`config.mk`:
```
export PLATFORM = sky130hd
export DESIGN_NAME = hp_msi_trigger
export DESIGN_NICKNAME = d
export VERILOG_FILES = /design/src/rtl/hp_msi_pkg.sv /design/src/rtl/hp_cond_eval.sv /design/src/rtl/hp_edge_det.sv /design/src/rtl/hp_msg_pend.sv /design/src/rtl/hp_msi_trigger.sv
export SDC_FILE = /design/constraint.sdc
export NUM_CORES = 1
export LEC_CHECK = 0
export BUFFER_PORTS_ARGS = -buffer_cell sky130_fd_sc_hd__buf_4
export CAP_MARGIN = 10
export CORE_AREA = 5 5 42 44
export DETAILED_ROUTE_END_ITERATION = 12
export DIE_AREA = 0 0 47 49
export GPL_TIMING_DRIVEN = 0
export PLACE_DENSITY_LB_ADDON = 0.1
export SYNTH_ARGS = -nofsm -noshare
export SYNTH_HDL_FRONTEND = slang
export SYNTH_SLANG_ARGS = --single-unit
```
`constraint.sdc`:
```
create_clock -name clk -period 0.8 [get_ports clk]
set_input_delay 0.12 -clock clk [delete_from_list [all_inputs] [get_ports clk]]
set_output_delay 0.12 -clock clk [all_outputs]
set_load 0.01 [all_outputs]
```
`src/rtl/hp_msi_pkg.sv`:
```
package hp_msi_pkg;
   // Event index positions used by status/enable vectors
   typedef enum int unsigned {
      HP_EV_ATTN      = 0,
      HP_EV_PWR_FAULT = 1,
      HP_EV_PRESENCE  = 2,
      HP_EV_CMD_DONE  = 3,
      HP_EV_LINK_CHG  = 4
   } hp_event_e;

   localparam int unsigned HP_DEFAULT_EVENTS = 5;
   localparam int unsigned HP_MAX_EVENTS     = 32;
endpackage

```
`src/rtl/hp_cond_eval.sv`:
```
module hp_cond_eval #(
   parameter int unsigned NUM_EVENTS = hp_msi_pkg::HP_DEFAULT_EVENTS
) (
   input  logic                  edge_mode,
   input  logic                  pvm_cap,
   input  logic                  vec_mask,
   input  logic                  hp_int_en,
   input  logic [NUM_EVENTS-1:0] evt_status,
   input  logic [NUM_EVENTS-1:0] evt_enable,
   output logic                  cond
);
   logic [NUM_EVENTS-1:0] hit;
   logic                  any_hit;
   logic                  unmasked;

   generate
      for (genvar gi = 0; gi < NUM_EVENTS; gi++) begin : g_pair
         assign hit[gi] = evt_status[gi] & evt_enable[gi];
      end
   endgenerate

   assign any_hit  = |hit;
   // mask only counts when the capability exists
   assign unmasked = ~(pvm_cap & vec_mask);
   assign cond     = edge_mode & unmasked & hp_int_en & any_hit;
endmodule

```
`src/rtl/hp_edge_det.sv`:
```
module hp_edge_det (
   input  logic clk,
   input  logic rst_n,
   input  logic level_in,
   output logic level_q,
   output logic rise
);
   always_ff @(posedge clk or negedge rst_n) begin
      if (!rst_n) level_q <= 1'b0;
      else        level_q <= level_in;
   end

   assign rise = level_in & ~level_q;
endmodule

```
`src/rtl/hp_msg_pend.sv`:
```
module hp_msg_pend (
   input  logic clk,
   input  logic rst_n,
   input  logic set,
   input  logic ready,
   output logic valid
);
   logic valid_q;

   always_ff @(posedge clk or negedge rst_n) begin
      if (!rst_n)   valid_q <= 1'b0;
      else if (set) valid_q <= 1'b1;
      else if (ready) valid_q <= 1'b0;
   end

   assign valid = valid_q;
endmodule

```
`src/rtl/hp_msi_trigger.sv`:
```
module hp_msi_trigger #(
   parameter int unsigned NUM_EVENTS = hp_msi_pkg::HP_DEFAULT_EVENTS
) (
   input  logic                  clk,
   input  logic                  rst_n,
   input  logic                  edge_mode,
   input  logic                  pvm_cap,
   input  logic                  vec_mask,
   input  logic                  hp_int_en,
   input  logic [NUM_EVENTS-1:0] evt_status,
   input  logic [NUM_EVENTS-1:0] evt_enable,
   input  logic                  msg_ready,
   output logic                  msg_valid
);
   generate
      if (NUM_EVENTS < 1 || NUM_EVENTS > hp_msi_pkg::HP_MAX_EVENTS) begin : g_bad_cfg
         $error("hp_msi_trigger: NUM_EVENTS out of range");
      end
   endgenerate

   logic cond_now;
   logic cond_q;
   logic cond_rise;

   hp_cond_eval #(.NUM_EVENTS(NUM_EVENTS)) u_eval (
      .edge_mode  (edge_mode),
      .pvm_cap    (pvm_cap),
      .vec_mask   (vec_mask),
      .hp_int_en  (hp_int_en),
      .evt_status (evt_status),
      .evt_enable (evt_enable),
      .cond       (cond_now)
   );

   hp_edge_det u_edge (
      .clk      (clk),
      .rst_n    (rst_n),
      .level_in (cond_now),
      .level_q  (cond_q),
      .rise     (cond_rise)
   );

   hp_msg_pend u_pend (
      .clk   (clk),
      .rst_n (rst_n),
      .set   (cond_rise),
      .ready (msg_ready),
      .valid (msg_valid)
   );
endmodule

```
Yosys cells after proc, flatten, opt, wreduce, memory -nomap -nowiden --
Cells that the tools add are included.
Storage, ports and cells: flip-flop bits (word level) 2, bits of input ports 17, output and inout bits 1, word-level logic and storage cells 18
Cells by class: mux-type cells 2, bitwise gates (word level) 12, reduce and logical (&&, ||, !) cells 2
Operators by type and width (number):
- $and 1x1->1 | 10
- $reduce_or 5->1 | 1
- $mux 1 | 2
- $not 1->1 | 2
- $reduce_bool 2->1 | 1

Longest topological paths before layout --
Gate-level depths: netlist of the first run.
depth after elaboration 7, gate-level depth with buffers 3, gate-level depth less buffers 3

By module --
A second synthesis of the first run with hierarchy kept.
Second synthesis, totals: cells, all modules 9, area total of the unflattened synthesis 105.1 µm²
By module, submodules not included:
- hp_edge_det | times used 1, cells an instance 2, area each 38.8 µm², seq. area each 25.0 µm²
- hp_msg_pend | times used 1, cells an instance 3, area each 36.3 µm², seq. area each 25.0 µm²
- hp_cond_eval | times used 1, cells an instance 4, area each 30.0 µm², seq. area each 0.0 µm²

Worst setup path after synthesis of the first run --
Ideal clock, no wire load.
path kind input to register, start input port evt_status[2], end register u_pend.valid_q (netlist: u_pend.valid), library setup time 0.127 ns, arrival 0.674 ns, required time 0.673 ns, slack -0.001 ns, cell stages on the path 3, buffers on the path 0, path through a222oi_1 and3_1 o32ai_1
Between the ends: cells in the longest elaborated chain, start to end 5, elaborated cells on any way between the ends 6, those cells by class mux: 1; bitwise: 3; reduce/logical: 2
Ends and longest elaborated chain:
- start: declaration | line hp_msi_trigger.sv:10 | input logic [NUM_EVENTS-1:0] evt_status,
- $and 1x1->1 (*) | line hp_cond_eval.sv:18 | assign hit[gi] = evt_status[gi] & evt_enable[gi];
- $reduce_or 5->1 (*) | line hp_cond_eval.sv:22 | assign any_hit = |hit;
- $and 1x1->1 (*) | line hp_cond_eval.sv:25 | assign cond = edge_mode & unmasked & hp_int_en & any_hit;
- $and 1x1->1 (*) | line hp_edge_det.sv:13 | assign rise = level_in & ~level_q;
- $mux 1 / $reduce_bool 2->1 (equally long branches)
- end signal: assignment | line hp_msg_pend.sv:11 | if (!rst_n) valid_q <= 1'b0;
- end signal: assignment | line hp_msg_pend.sv:12 | else if (set) valid_q <= 1'b1;
- end signal: assignment | line hp_msg_pend.sv:13 | else if (ready) valid_q <= 1'b0;
- end: declaration | line hp_msg_pend.sv:8 | logic valid_q;
Mark *: on every way between the ends. The rest lies on a longest branch, timed or not. A chain may end at the register's enable or synchronous reset.

Worst setup path after layout of the first run --
start register u_pend.valid_q (netlist: u_pend.valid), end output port msg_valid
RTL lines:
- end: declaration | line hp_msi_trigger.sv:13 | output logic msg_valid
No word-level cell between the ends.

==> results of run 1 <==
## state kept, by name (all words and copies together) (netlist names)
name            count
u_pend.valid        1
u_edge.level_q      1
## logic make-up after synthesis
kind of cell | after synthesis
and+or+nand+nor | 6
DFF | 2
buffers and inverters | 1
AOI/OAI and AO/OA | 2
## power by group through the flow
stage	sequential [W]	combinational (W)	clock, W
finish	0.000114	0.000106	0.000220
CTS	0.000115	0.000108	0.000235
detailed placement	0.000115	0.0000926	0
floorplan	0.000117	0.0000180	0
global route	0.000115	0.000116	0.000264
global placement	0.000114	0.0000900	0
## worst paths after layout
kind / cells after the start / endpoint / slack, ns / start
min in group asynchronous: 2 / u_pend.valid$_DFFE_PN0P_ / 0.22 / rst_n
worst max register to register: 3 / u_pend.valid$_DFFE_PN0P_ / 0.06 / u_pend.valid$_DFFE_PN0P_
worst min register to register: 1 / u_pend.valid$_DFFE_PN0P_ / 0.45 / u_edge.level_q$_DFF_PN0_
worst min-delay path: 2 / u_pend.valid$_DFFE_PN0P_ / 0.09 / msg_ready
max in group asynchronous: 2 / u_edge.level_q$_DFF_PN0_ / 0.49 / rst_n
worst max-delay path: 1 / msg_valid / -0.04 / u_pend.valid$_DFFE_PN0P_
## metal layers
| layer | GRT usage | wire length [µm] | vias to the layer above | share of wire |
|---|---|---|---|---|
| li1 | - | - | 85 | - |
| met4 | 0.06912 | 0 | 0 | 0 |
| met1 | 0.04376 | 143 | 68 | 0.31 |
| met2 | 0.06787 | 229 | 14 | 0.49 |
| met3 | 0.03321 | 93 | 0 | 0.20 |
| met5 | 0 | 0 | - | 0 |
## cells in the final DEF (no fill, tap or decap), types with 2 or more instances in the layout
cell type	count
sky130_fd_sc_hd__buf_4	17
sky130_fd_sc_hd__clkbuf_4	3
sky130_fd_sc_hd__nand2_1	3
sky130_fd_sc_hd__dfrtp_1	2
## synth_stat cells
master and n:
sky130_fd_sc_hd__a222oi_1 1, sky130_fd_sc_hd__and3_1 1, sky130_fd_sc_hd__dfrtp_1 2, sky130_fd_sc_hd__inv_1 1
sky130_fd_sc_hd__nand2_1 3, sky130_fd_sc_hd__nand3_1 1, sky130_fd_sc_hd__nor2_1 1, sky130_fd_sc_hd__o32ai_1 1
## through the flow
stage	setup TNS (ns)	total power [W]	utilization	cell area [µm²]	instances
2_1_floorplan	0	0.0001346	-	98.84	11
6_report	-0.04294	0.0004397	0.2071	290.3	49
3_5_place_dp	-0.3203	0.0002079	0.1759	246.5	44
4_1_cts	-0.05931	0.0004576	0.2071	290.3	49
5_1_grt	-0.08135	0.0004958	0.2071	290.3	49
3_3_place_gp	-0.3199	0.0002042	0.1759	246.5	44
## repair_timing
item | 4_1_cts | 5_1_grt
setup endpoints to repair | 1 | 2
endpoints found under the hold margin | 2 | 0
gates resized for setup | 1 | 0
hold buffers | 1 | 0
buffers inserted | 1 | 0
pin swaps | 0 | 0
## layout make-up
type	count	area (µm²)	share of cell area
Clock buffer	3	22.52	0.07759
Multi-Input combinational cell	8	45.04	0.1552
Timing Repair Buffer	19	148.9	0.5129
Sequential cell	2	50.05	0.1724
Inverter	1	3.754	0.01293
Tap cell	16	20.02	0.06897
==> impl_results.html, run 1 <==
<table>
<tr><th>Metric</th><th>Value</th></tr>
<tr><th colspan="2">Placed design</th></tr>
<tr><td>DP Worst Slack</td><td>-0.1836 ns</td></tr>
<tr><td>Buffers on Ports</td><td>17</td></tr>
<tr><td>Final weighted congestion in routability-driven placement</td><td>0.6722</td></tr>
<tr><th colspan="2">Timing</th></tr>
<tr><td>Normalized max-slew margin</td><td>0.8229</td></tr>
<tr><td>Setup slack after layout</td><td>-0.04294 ns</td></tr>
<tr><td>Slew of the pin with the lowest slew margin</td><td>0.2657 ns</td></tr>
<tr><td>Total count of max-transition violations in the final report</td><td>0</td></tr>
<tr><td>Setup repair after global routing missed its margin</td><td>true</td></tr>
<tr><td>Worst clock skew on the final layout</td><td>0.0009031 ns</td></tr>
<tr><td>Min Clock Period, post-route</td><td>0.8429 ns</td></tr>
<tr><td>Peak clock frequency supported by timing</td><td>1.186 GHz</td></tr>
<tr><td>Fin. Hold Viols</td><td>0</td></tr>
<tr><td>Share of the clock period used by the worst path</td><td>1.054</td></tr>
<tr><td>Endpoints failing setup</td><td>1</td></tr>
<tr><td>Hold WS</td><td>0.09167 ns</td></tr>
<tr><th colspan="2">Yosys</th></tr>
<tr><td>Largest cells by area after synthesis</td><td>sky130_fd_sc_hd__dfrtp_1 (51%), sky130_fd_sc_hd__nand2_1 (11%), sky130_fd_sc_hd__a222oi_1 (10%)</td></tr>
<tr><td>Adder-cell share of the synthesized area</td><td>0</td></tr>
<tr><td>Synthesized-area fraction occupied by ao, oa, aoi and oai cells</td><td>0.1899</td></tr>
<tr><td>Flip-flop and latch count after synthesis</td><td>2</td></tr>
<tr><td>Proportion of netlist area held by the largest area contributor</td><td>0.5063</td></tr>
<tr><td>Simple-gate area share of the yosys netlist</td><td>0.2658</td></tr>
<tr><td>Cell type contributing the most total cell area after synthesis</td><td>sky130_fd_sc_hd__dfrtp_1</td></tr>
<tr><td>Average cell area after synthesis</td><td>8.986 µm²</td></tr>
<tr><td>Post-Syn Nets</td><td>28</td></tr>
<tr><td>Post-synthesis share of cell area spent on xor and xnor gates</td><td>0</td></tr>
<tr><td>Area of the mapped netlist</td><td>98.85 µm²</td></tr>
<tr><td>Register area share after synthesis</td><td>0.5063</td></tr>
<tr><td>Number of warnings reported in the yosys synthesis log</td><td>0</td></tr>
<tr><td>Count of cell types in the netlist</td><td>8</td></tr>
<tr><td>Combinational family with the most area after synthesis</td><td>simple AND/OR/NAND/NOR gates</td></tr>
<tr><td>Syn Inst Count</td><td>11</td></tr>
<tr><td>Mux share of post-synthesis cell area</td><td>0</td></tr>
<tr><th colspan="2">Routing</th></tr>
<tr><td>Drt first pass iters</td><td>5</td></tr>
<tr><td>Total Routed Length</td><td>465 µm</td></tr>
<tr><td>Antenna violation net count after detailed routing</td><td>0</td></tr>
<tr><td>Post-detailed-route DRC marker count</td><td>0</td></tr>
<tr><td>Drt wl/cell</td><td>9.490 µm</td></tr>
<tr><td>Vias after detailed routing</td><td>167</td></tr>
<tr><td>Vias per cell</td><td>3.408</td></tr>
<tr><td>Number of design-rule violations left by the first detailed-router iteration</td><td>8</td></tr>
<tr><th colspan="2">Critical path</th></tr>
<tr><td>Peak fanout along the critical path</td><td>2</td></tr>
<tr><td>Cell-by-cell listing of the critical path</td><td>buf_6</td></tr>
<tr><td>Arrival time at the worst endpoint</td><td>0.72 ns</td></tr>
<tr><td>Required time at the endpoint of the critical path</td><td>0.68 ns</td></tr>
<tr><td>Largest delay share family, worst path</td><td>flip-flops</td></tr>
<tr><td>CP endpoint kind</td><td>output pin</td></tr>
<tr><td>Slowest Stage Delay on Critical Path</td><td>0.38 ns</td></tr>
<tr><td>Type of origin of the critical path</td><td>flip-flop</td></tr>
<tr><td>Buffering stage count on the worst path with inverters included</td><td>1</td></tr>
<tr><td>Type of the setup path with the least slack</td><td>flip-flop to output pin</td></tr>
<tr><td>Critical-path top delay cell</td><td>sky130_fd_sc_hd__dfrtp_1</td></tr>
<tr><th colspan="2">Clock tree</th></tr>
<tr><td>Num CTS Buffers</td><td>3</td></tr>
<tr><td>Worst-case clock buffer depth</td><td>2</td></tr>
<tr><td>Root buffer cell</td><td>sky130_fd_sc_hd__clkbuf_4</td></tr>
<tr><td>Number of levels the H-tree was split into</td><td>1</td></tr>
<tr><td>Clock slew at the register clock pins of the worst setup and hold paths</td><td>0.03 ns</td></tr>
<tr><td>Clock tree from TritonCTS</td><td>built</td></tr>
<tr><td>Clock latency at the later pin of the worst-skew pair</td><td>0.22 ns</td></tr>
<tr><td>TritonCTS sink count</td><td>2</td></tr>
<tr><th colspan="2">Global route</th></tr>
<tr><td>Total grt overflow</td><td>0</td></tr>
<tr><td>Antenna violations before repair</td><td>0</td></tr>
<tr><td>Wire length of the first global-routing pass</td><td>779 µm</td></tr>
<tr><td>Via count of the first global-routing pass</td><td>211</td></tr>
<tr><td>Maximum number of pins on one net before global-route repair</td><td>3</td></tr>
<tr><td>Combined global-route utilization of all metal layers</td><td>0.05204</td></tr>
<tr><th colspan="2">Floorplanning</th></tr>
<tr><td>Die area</td><td>2303 µm²</td></tr>
<tr><td>Floorplan die height</td><td>49 µm</td></tr>
<tr><td>Width of the die</td><td>47 µm</td></tr>
<tr><td>Initial Util</td><td>0.07054</td></tr>
<tr><td>Placeable core area</td><td>1401 µm²</td></tr>
<tr><td>Ports</td><td>18</td></tr>
<tr><td>Cell row count</td><td>14</td></tr>
<tr><th colspan="2">Power</th></tr>
<tr><td>Internal</td><td>0.0003533 W</td></tr>
<tr><td>Switch Pwr</td><td>0.00008636 W</td></tr>
<tr><td>Leak</td><td>0.1544 nW</td></tr>
<tr><td>Reg power frac</td><td>0.260</td></tr>
<tr><td>Worst-case vdd ir drop</td><td>0.0002061 V</td></tr>
<tr><td>Share of power burned in the clock network</td><td>0.499</td></tr>
<tr><td>Switching share of total power</td><td>0.1964</td></tr>
<tr><td>Power per Cell Area</td><td>1515 nW/µm²</td></tr>
<tr><td>Share of total power in combinational logic</td><td>0.240</td></tr>
<tr><th colspan="2">Job</th></tr>
<tr><td>Max cap viols</td><td>0</td></tr>
<tr><th colspan="2">Run status</th></tr>
<tr><td>Violated checks</td><td>negative setup slack</td></tr>
<tr><td>Run status</td><td>complete, but fails checks</td></tr>
<tr><th colspan="2">Layout</th></tr>
<tr><td>Layout net count</td><td>52</td></tr>
<tr><td>Antenna diode count</td><td>0</td></tr>
<tr><td>Number of fill cells in the layout</td><td>168</td></tr>
<tr><td>Layout Area Growth over Synthesis</td><td>193.7%</td></tr>
<tr><td>Fraction of layout instances using a drive strength above 1</td><td>0.6364</td></tr>
<tr><th colspan="2">Min path</th></tr>
<tr><td>Hold crit path type</td><td>input port to flip-flop</td></tr>
</table>
Note: power is estimated with default switching activity, not from simulation.
==> run 2, diff against run 1 <==
==> constraint.sdc (replaced) <==
create_clock -name clk -period 0.8 [get_ports clk]
set_input_delay 0.08 -clock clk [delete_from_list [all_inputs] [get_ports clk]]
set_output_delay 0.08 -clock clk [all_outputs]
set_load 0.01 [all_outputs]
==> impl_results.html, run 2 (synthesis gave the netlist of run 1 again) <==
<table>
<tr><th>Metric</th><th>Value</th></tr>
<tr><th colspan="2">Global route</th></tr>
<tr><td>Via count of the first global-routing pass</td><td>201 (-4.7%)</td></tr>
<tr><td>Total grt overflow</td><td>0 (unchanged)</td></tr>
<tr><td>Maximum number of pins on one net before global-route repair</td><td>3 (unchanged)</td></tr>
<tr><td>Combined global-route utilization of all metal layers</td><td>0.04993 (-0.002110)</td></tr>
<tr><td>Wire length of the first global-routing pass</td><td>745 µm (-4.4%)</td></tr>
<tr><td>Antenna violations before repair</td><td>0 (unchanged)</td></tr>
<tr><th colspan="2">Layout</th></tr>
<tr><td>Post-route non-filler standard cell count</td><td>49 (unchanged)</td></tr>
<tr><td>Leading cell type in the layout, fill and taps excluded</td><td>sky130_fd_sc_hd__buf_4</td></tr>
<tr><td>Commonest cells after routing, fill and taps aside</td><td>sky130_fd_sc_hd__buf_4 (17), sky130_fd_sc_hd__nand2_1 (3), sky130_fd_sc_hd__clkbuf_4 (3)</td></tr>
<tr><td>Fraction of layout instances using a drive strength above 1</td><td>0.6364 (unchanged)</td></tr>
<tr><td>Antenna diode count</td><td>0 (unchanged)</td></tr>
<tr><td>Finished layout cell area</td><td>290.3 µm² (unchanged)</td></tr>
<tr><td>Layout net count</td><td>52 (unchanged)</td></tr>
<tr><td>Layout Area Growth over Synthesis</td><td>193.7% (unchanged)</td></tr>
<tr><th colspan="2">Placed design</th></tr>
<tr><td>Placed standard-cell area</td><td>246.5 µm² (unchanged)</td></tr>
<tr><td>Final weighted congestion in routability-driven placement</td><td>0.6732 (+0.15%)</td></tr>
<tr><td>Placed Instances</td><td>44 (unchanged)</td></tr>
<tr><td>Buffers on Ports</td><td>17 (unchanged)</td></tr>
<tr><th colspan="2">Clock tree</th></tr>
<tr><td>Root buffer cell</td><td>sky130_fd_sc_hd__clkbuf_4</td></tr>
<tr><td>Number of levels the H-tree was split into</td><td>1 (unchanged)</td></tr>
<tr><td>Clock slew at the register clock pins of the worst setup and hold paths</td><td>0.03 ns (about the same)</td></tr>
<tr><td>Clock latency at the later pin of the worst-skew pair</td><td>0.22 ns (about the same)</td></tr>
<tr><td>Worst-case clock buffer depth</td><td>2 (unchanged)</td></tr>
<tr><td>TritonCTS sink count</td><td>2 (unchanged)</td></tr>
<tr><td>Clock tree from TritonCTS</td><td>built</td></tr>
<tr><td>Num CTS Buffers</td><td>3 (unchanged)</td></tr>
<tr><th colspan="2">Floorplanning</th></tr>
<tr><td>Die area</td><td>2303 µm² (unchanged)</td></tr>
<tr><td>Width of the die</td><td>47 µm (unchanged)</td></tr>
<tr><td>Cell row count</td><td>14 (unchanged)</td></tr>
<tr><td>Placeable core area</td><td>1401 µm² (unchanged)</td></tr>
<tr><td>Initial Util</td><td>0.07054 (unchanged)</td></tr>
<tr><td>Ports</td><td>18 (unchanged)</td></tr>
<tr><td>Floorplan die height</td><td>49 µm (unchanged)</td></tr>
<tr><th colspan="2">Routing</th></tr>
<tr><td>Post-detailed-route DRC marker count</td><td>0 (unchanged)</td></tr>
<tr><td>Vias after detailed routing</td><td>172 (+3.0%)</td></tr>
<tr><td>Drt wl/cell</td><td>9.449 µm (-0.43%)</td></tr>
<tr><td>Vias per cell</td><td>3.510 (+3.0%)</td></tr>
<tr><td>Drt first pass iters</td><td>4 (-1)</td></tr>
<tr><td>Antenna violation net count after detailed routing</td><td>0 (unchanged)</td></tr>
<tr><td>Total Routed Length</td><td>463 µm (-0.43%)</td></tr>
<tr><td>Number of design-rule violations left by the first detailed-router iteration</td><td>3 (-5)</td></tr>
<tr><th colspan="2">Critical path</th></tr>
<tr><td>Required time at the endpoint of the critical path</td><td>0.72 ns (+0.04 ns)</td></tr>
<tr><td>Peak fanout along the critical path</td><td>2 (unchanged)</td></tr>
<tr><td>Type of the setup path with the least slack</td><td>flip-flop to output pin</td></tr>
<tr><td>Cell depth of the worst setup path</td><td>1 (unchanged)</td></tr>
<tr><td>Reg2reg path depth</td><td>3 (unchanged)</td></tr>
<tr><td>Slack of the worst reg-to-reg path</td><td>0.06 ns (about the same)</td></tr>
<tr><td>FF-to-FF Start</td><td>u_pend.valid$_DFFE_PN0P_</td></tr>
<tr><td>Arrival time at the worst endpoint</td><td>0.72 ns (about the same)</td></tr>
<tr><td>Type of origin of the critical path</td><td>flip-flop</td></tr>
<tr><td>Buffering stage count on the worst path with inverters included</td><td>1 (unchanged)</td></tr>
<tr><td>Critical-path top delay cell</td><td>sky130_fd_sc_hd__dfrtp_1</td></tr>
<tr><td>Slowest Stage Delay on Critical Path</td><td>0.38 ns (about the same)</td></tr>
<tr><td>Largest delay share family, worst path</td><td>flip-flops</td></tr>
<tr><td>CP Launch Point</td><td>u_pend.valid$_DFFE_PN0P_</td></tr>
<tr><td>CP endpoint kind</td><td>output pin</td></tr>
<tr><td>End of the critical path</td><td>msg_valid</td></tr>
<tr><td>FF-to-FF End</td><td>u_pend.valid$_DFFE_PN0P_</td></tr>
<tr><td>Cell-by-cell listing of the critical path</td><td>buf_6</td></tr>
<tr><th colspan="2">Timing</th></tr>
<tr><td>Endpoints failing setup</td><td>1 (unchanged)</td></tr>
<tr><td>Total count of max-transition violations in the final report</td><td>0 (unchanged)</td></tr>
<tr><td>Slew of the pin with the lowest slew margin</td><td>0.2789 ns (+0.01318 ns)</td></tr>
<tr><td>Setup repair after global routing missed its margin</td><td>true</td></tr>
<tr><td>Setup slack after layout</td><td>-0.003073 ns (+0.03986 ns)</td></tr>
<tr><td>Fin. Hold Viols</td><td>0 (unchanged)</td></tr>
<tr><td>Min Clock Period, post-route</td><td>0.8031 ns (-0.03986 ns)</td></tr>
<tr><td>Share of the clock period used by the worst path</td><td>1.004 (-0.04983)</td></tr>
<tr><td>Normalized max-slew margin</td><td>0.8141 (-0.008789)</td></tr>
<tr><td>Worst clock skew on the final layout</td><td>0.00001427 ns (-0.0008888 ns)</td></tr>
<tr><td>Peak clock frequency supported by timing</td><td>1.245 GHz (+5.0%)</td></tr>
<tr><th colspan="2">Run status</th></tr>
<tr><td>Run status</td><td>complete, but fails checks</td></tr>
<tr><td>Violated checks</td><td>negative setup slack</td></tr>
<tr><th colspan="2">Min path</th></tr>
<tr><td>Hold crit path type</td><td>input port to flip-flop</td></tr>
<tr><th colspan="2">Power</th></tr>
<tr><td>Leak</td><td>0.1544 nW (about the same)</td></tr>
<tr><td>Power per Cell Area</td><td>1517 nW/µm² (+0.18%)</td></tr>
<tr><td>Total Power</td><td>0.0004405 W (+0.18%)</td></tr>
<tr><td>Worst-case vdd ir drop</td><td>0.0002388 V (+16%)</td></tr>
<tr><th colspan="2">Job</th></tr>
<tr><td>Max cap viols</td><td>0 (unchanged)</td></tr>
</table>
==> run 2: cell counts in the layout (fill, tap and decap cells not counted) <==
Identical to the previous run, type by type.
==> run 2: metrics by stage <==
stage / hold WS (ns) / setup TNS, ns / utilization / setup slack [ns]
6_report: 0.05220 / -0.003073 / 0.2071 / -0.003073
5_1_grt: 0.03916 / -0.03308 / 0.2071 / -0.03115
4_1_cts: 0.04855 / -0.02300 / 0.2018 / -0.02300
3_5_place_dp: -0.1364 / -0.3118 / 0.1759 / -0.1855
3_3_place_gp: -0.1384 / -0.2600 / 0.1759 / -0.1527
2_1_floorplan: -0.2156 / 0 / - / 0.03896
==> run 2: layout make-up <==
class | instances | area [µm²]
Inverter | 1 | 3.754
Fill cell | 167 | 1111
Timing Repair Buffer | 19 | 148.9
Clock buffer | 3 | 22.52
Multi-Input combinational cell | 8 | 45.04
Tap cell | 16 | 20.02
Sequential cell | 2 | 50.05
==> run 2: layer usage <==
metal  part of all wire  GRT usage  wire [µm]
met5                  0          0          0
met4                  0    0.06912          0
met3               0.18    0.02583         84
met2               0.49    0.07014        229
met1               0.32    0.03939        149
==> run 2: worst min-delay path by stage <==
stage | start | to | slack, ns | cells past startpoint
finish | msg_ready | u_pend.valid$_DFFE_PN0P_ | 0.05 | 2
global placement | rst_n | u_pend.valid$_DFFE_PN0P_ | -0.14 | 1
floorplan | rst_n | u_edge.level_q$_DFF_PN0_ | -0.22 | 0
global route | msg_ready | u_pend.valid$_DFFE_PN0P_ | 0.04 | 2
detailed placement | rst_n | u_edge.level_q$_DFF_PN0_ | -0.14 | 1
CTS | msg_ready | u_pend.valid$_DFFE_PN0P_ | 0.05 | 2
==> run 2: power by group <==
part | leakage [nW] | switching (W) | internal [W] | total [W]
combinational | 0.114 | 0.0000278 | 0.0000780 | 0.000106
clock | 0.0138 | 0.0000550 | 0.000165 | 0.000220
sequential | 0.0264 | 0.00000445 | 0.000110 | 0.000114
total | 0.154 | 0.0000872 | 0.000353 | 0.000440
==> run 2: what timing repair did <==
action / in CTS / in global routing
hold endpoints to repair: 2 / 0
endpoints found under the setup margin: 1 / 2
resized for setup: 1 / 0
hold buffers: 1 / 0
buffers inserted: 0 / 1
==> run 3, diff against run 2 <==
--- a/config.mk
+++ b/config.mk
@@ -7,9 +7,9 @@
 export LEC_CHECK = 0
 export BUFFER_PORTS_ARGS = -buffer_cell sky130_fd_sc_hd__buf_4
 export CAP_MARGIN = 10
-export CORE_AREA = 5 5 42 44
+export CORE_AREA = 2 2 39 41
 export DETAILED_ROUTE_END_ITERATION = 12
-export DIE_AREA = 0 0 47 49
+export DIE_AREA = 0 0 41 43
 export GPL_TIMING_DRIVEN = 0
 export PLACE_DENSITY_LB_ADDON = 0.1
 export SYNTH_ARGS = -nofsm -noshare
==> constraint.sdc (replaced) <==
create_clock -name clk -period 0.9 [get_ports clk]
set_input_delay 0.09 -clock clk [delete_from_list [all_inputs] [get_ports clk]]
set_output_delay 0.09 -clock clk [all_outputs]
set_load 0.01 [all_outputs]
==> impl_results.html, run 3 (synthesis gave the netlist of run 1 again) <==
<table>
<tr><th>Metric</th><th>Value</th></tr>
<tr><th colspan="2">Placed design</th></tr>
<tr><td>Final weighted congestion in routability-driven placement</td><td>0.5694 (-15%)</td></tr>
<tr><td>Buffers on Ports</td><td>17 (unchanged)</td></tr>
<tr><td>Total half-perimeter wirelength after legalization and detailed placement</td><td>337.6 µm</td></tr>
<tr><th colspan="2">Power</th></tr>
<tr><td>Worst-case vdd ir drop</td><td>0.0001812 V (-24%)</td></tr>
<tr><td>Leak</td><td>0.1483 nW (-4.0%)</td></tr>
<tr><td>Switching share of total power</td><td>0.1948 (-0.003206)</td></tr>
<tr><td>Share of power burned in the clock network</td><td>0.513 (+0.013)</td></tr>
<tr><td>Internal</td><td>0.0003056 W (-13%)</td></tr>
<tr><td>Power per Cell Area</td><td>1361 nW/µm² (-10%)</td></tr>
<tr><td>Reg power frac</td><td>0.265 (+0.005)</td></tr>
<tr><td>Switch Pwr</td><td>0.00007396 W (-15%)</td></tr>
<tr><td>Share of total power in combinational logic</td><td>0.222 (-0.018)</td></tr>
<tr><th colspan="2">Routing</th></tr>
<tr><td>Drt first pass iters</td><td>4 (unchanged)</td></tr>
<tr><td>Antenna violation net count after detailed routing</td><td>0 (unchanged)</td></tr>
<tr><td>Vias per cell</td><td>3.458 (-1.5%)</td></tr>
<tr><td>Post-detailed-route DRC marker count</td><td>0 (unchanged)</td></tr>
<tr><td>Total Routed Length</td><td>378 µm (-18%)</td></tr>
<tr><td>Number of design-rule violations left by the first detailed-router iteration</td><td>3 (unchanged)</td></tr>
<tr><td>Vias after detailed routing</td><td>166 (-3.5%)</td></tr>
<tr><td>Drt wl/cell</td><td>7.875 µm (-17%)</td></tr>
<tr><th colspan="2">Run status</th></tr>
<tr><td>Run status</td><td>complete, no violations</td></tr>
<tr><th colspan="2">Min path</th></tr>
<tr><td>Number of cells on the worst hold path</td><td>2 (unchanged)</td></tr>
<tr><td>Hold Crit Endpoint</td><td>u_pend.valid$_DFFE_PN0P_</td></tr>
<tr><td>Hold crit path type</td><td>input port to flip-flop</td></tr>
<tr><td>Start point of the worst hold path</td><td>msg_ready</td></tr>
<tr><th colspan="2">Critical path</th></tr>
<tr><td>Required time at the endpoint of the critical path</td><td>0.81 ns (+0.09 ns)</td></tr>
<tr><td>Slowest Stage Delay on Critical Path</td><td>0.36 ns (-0.02 ns)</td></tr>
<tr><td>Peak fanout along the critical path</td><td>2 (unchanged)</td></tr>
<tr><td>Largest delay share family, worst path</td><td>flip-flops</td></tr>
<tr><td>Type of the setup path with the least slack</td><td>flip-flop to output pin</td></tr>
<tr><td>CP endpoint kind</td><td>output pin</td></tr>
<tr><td>Arrival time at the worst endpoint</td><td>0.73 ns (about the same)</td></tr>
<tr><td>Type of origin of the critical path</td><td>flip-flop</td></tr>
<tr><td>Buffering stage count on the worst path with inverters included</td><td>1 (unchanged)</td></tr>
<tr><td>Cell-by-cell listing of the critical path</td><td>buf_4</td></tr>
<tr><td>Slack of the worst reg-to-reg path</td><td>0.18 ns (+0.12 ns)</td></tr>
<tr><td>FF-to-FF Start</td><td>u_edge.level_q$_DFF_PN0_</td></tr>
<tr><td>Critical-path top delay cell</td><td>sky130_fd_sc_hd__dfrtp_1</td></tr>
<tr><td>Reg2reg path depth</td><td>1 (-2)</td></tr>
<tr><td>FF-to-FF End</td><td>u_pend.valid$_DFFE_PN0P_</td></tr>
<tr><th colspan="2">Timing</th></tr>
<tr><td>Total count of max-transition violations in the final report</td><td>0 (unchanged)</td></tr>
<tr><td>Peak clock frequency supported by timing</td><td>1.225 GHz</td></tr>
<tr><td>Hold WS</td><td>0.06012 ns (+0.007916 ns)</td></tr>
<tr><td>Fin. Hold Viols</td><td>0 (unchanged)</td></tr>
<tr><td>Setup TNS after final layout</td><td>0 ns (+0.003073 ns)</td></tr>
<tr><td>Normalized max-slew margin</td><td>0.8320 (+0.01786)</td></tr>
<tr><td>Min Clock Period, post-route</td><td>0.8161 ns</td></tr>
<tr><td>Share of the clock period used by the worst path</td><td>0.9067</td></tr>
<tr><td>Slew of the pin with the lowest slew margin</td><td>0.2521 ns (-0.02679 ns)</td></tr>
<tr><td>Endpoints failing setup</td><td>0 (-1)</td></tr>
<tr><td>Setup repair after global routing missed its margin</td><td>false</td></tr>
<tr><td>Worst clock skew on the final layout</td><td>0.002035 ns (+0.002021 ns)</td></tr>
<tr><th colspan="2">Clock tree</th></tr>
<tr><td>TritonCTS sink count</td><td>2 (unchanged)</td></tr>
<tr><td>Setup repair bufs after CTS</td><td>0 (unchanged)</td></tr>
<tr><td>Clock slew at the register clock pins of the worst setup and hold paths</td><td>0.03 ns (about the same)</td></tr>
<tr><td>Worst-case clock buffer depth</td><td>2 (unchanged)</td></tr>
<tr><td>Root buffer cell</td><td>sky130_fd_sc_hd__clkbuf_4</td></tr>
<tr><td>CTS-repair resized insts</td><td>0 (-1)</td></tr>
<tr><td>Num CTS Buffers</td><td>3 (unchanged)</td></tr>
<tr><td>Count of hold-fix buffers inserted at cts</td><td>1 (unchanged)</td></tr>
<tr><td>Clock tree from TritonCTS</td><td>built</td></tr>
<tr><td>Clock latency at the later pin of the worst-skew pair</td><td>0.22 ns (about the same)</td></tr>
<tr><td>Number of levels the H-tree was split into</td><td>1 (unchanged)</td></tr>
<tr><th colspan="2">Layout</th></tr>
<tr><td>Fraction of layout instances using a drive strength above 1</td><td>0.6250 (-0.01136)</td></tr>
<tr><td>Commonest cells after routing, fill and taps aside</td><td>sky130_fd_sc_hd__buf_4 (17), sky130_fd_sc_hd__nand2_1 (3), sky130_fd_sc_hd__clkbuf_4 (3)</td></tr>
<tr><td>Layout Area Growth over Synthesis</td><td>182.3%</td></tr>
<tr><td>Leading cell type in the layout, fill and taps excluded</td><td>sky130_fd_sc_hd__buf_4</td></tr>
<tr><td>Layout net count</td><td>51 (-1.9%)</td></tr>
<tr><td>Antenna diode count</td><td>0 (unchanged)</td></tr>
<tr><th colspan="2">Floorplanning</th></tr>
<tr><td>Initial Util</td><td>0.07143 (+0.0008929)</td></tr>
<tr><td>Ports</td><td>18 (unchanged)</td></tr>
<tr><td>Cell row count</td><td>14 (unchanged)</td></tr>
<tr><td>Width of the die</td><td>41 µm (-13%)</td></tr>
<tr><td>Die area</td><td>1763 µm² (-23%)</td></tr>
<tr><td>Placeable core area</td><td>1384 µm² (-1.2%)</td></tr>
<tr><td>Floorplan die height</td><td>43 µm (-12%)</td></tr>
<tr><th colspan="2">Global route</th></tr>
<tr><td>Total grt overflow</td><td>0 (unchanged)</td></tr>
<tr><td>Antenna violations before repair</td><td>0 (unchanged)</td></tr>
<tr><td>Wire length of the first global-routing pass</td><td>669 µm (-10%)</td></tr>
<tr><td>Combined global-route utilization of all metal layers</td><td>0.06206 (+0.01213)</td></tr>
<tr><td>Via count of the first global-routing pass</td><td>200 (-0.50%)</td></tr>
<tr><td>Maximum number of pins on one net before global-route repair</td><td>3 (unchanged)</td></tr>
<tr><th colspan="2">Job</th></tr>
<tr><td>Max cap viols</td><td>0 (unchanged)</td></tr>
</table>
[run 3: how the worst max path moves through the flow]
stage | startpoint | endpoint | slack [ns] | cells after the start
after global routing | u_pend.valid$_DFFE_PN0P_ | msg_valid | 0.05 | 1
after global placement | evt_status[2] | u_pend.valid$_DFFE_PN0P_ | -0.05 | 4
after detailed placement | evt_status[2] | u_pend.valid$_DFFE_PN0P_ | -0.08 | 4
after CTS | u_pend.valid$_DFFE_PN0P_ | msg_valid | 0.07 | 1
after floorplan | evt_status[2] | u_pend.valid$_DFFE_PN0P_ | 0.13 | 3
final | u_pend.valid$_DFFE_PN0P_ | msg_valid | 0.08 | 1
[run 3: layer usage]
| metal | track usage | part of all wire |
|---|---|---|
| met3 | 0.03141 | 0.17 |
| met5 | 0 | 0 |
| met1 | 0.05096 | 0.31 |
| met4 | 0.08000 | 0 |
| met2 | 0.08750 | 0.52 |
[run 3: through the flow]
stage	util	power, W	cells	setup slack, ns	cell area, µm²
2_1_floorplan	-	0.0001195	11	0.1290	98.84
3_3_place_gp	0.1781	0.0001820	44	-0.05228	246.5
5_1_grt	0.2016	0.0004178	48	0.04804	279.0
3_5_place_dp	0.1781	0.0001837	44	-0.08187	246.5
6_report	0.2016	0.0003796	48	0.08393	279.0
4_1_cts	0.2016	0.0003929	48	0.07008	279.0
[run 3: final cells by class]
class                   count  area, µm²
flip-flops and latches      2      50.05
fillers                   159       1105
multi-input cells           8      45.04
well taps                  16      20.02
inverters                   1      3.754
repair buffers             18      137.6
clock buffers               3      22.52
[run 3: power groups by stage]
stage | combinational (W) | sequential (W) | clock, W
after global routing | 0.0000933 | 0.000101 | 0.000224
after floorplan | 0.0000158 | 0.000104 | 0
final | 0.0000843 | 0.000100 | 0.000195
after detailed placement | 0.0000820 | 0.000102 | 0
after global placement | 0.0000805 | 0.000101 | 0
after CTS | 0.0000857 | 0.000101 | 0.000207
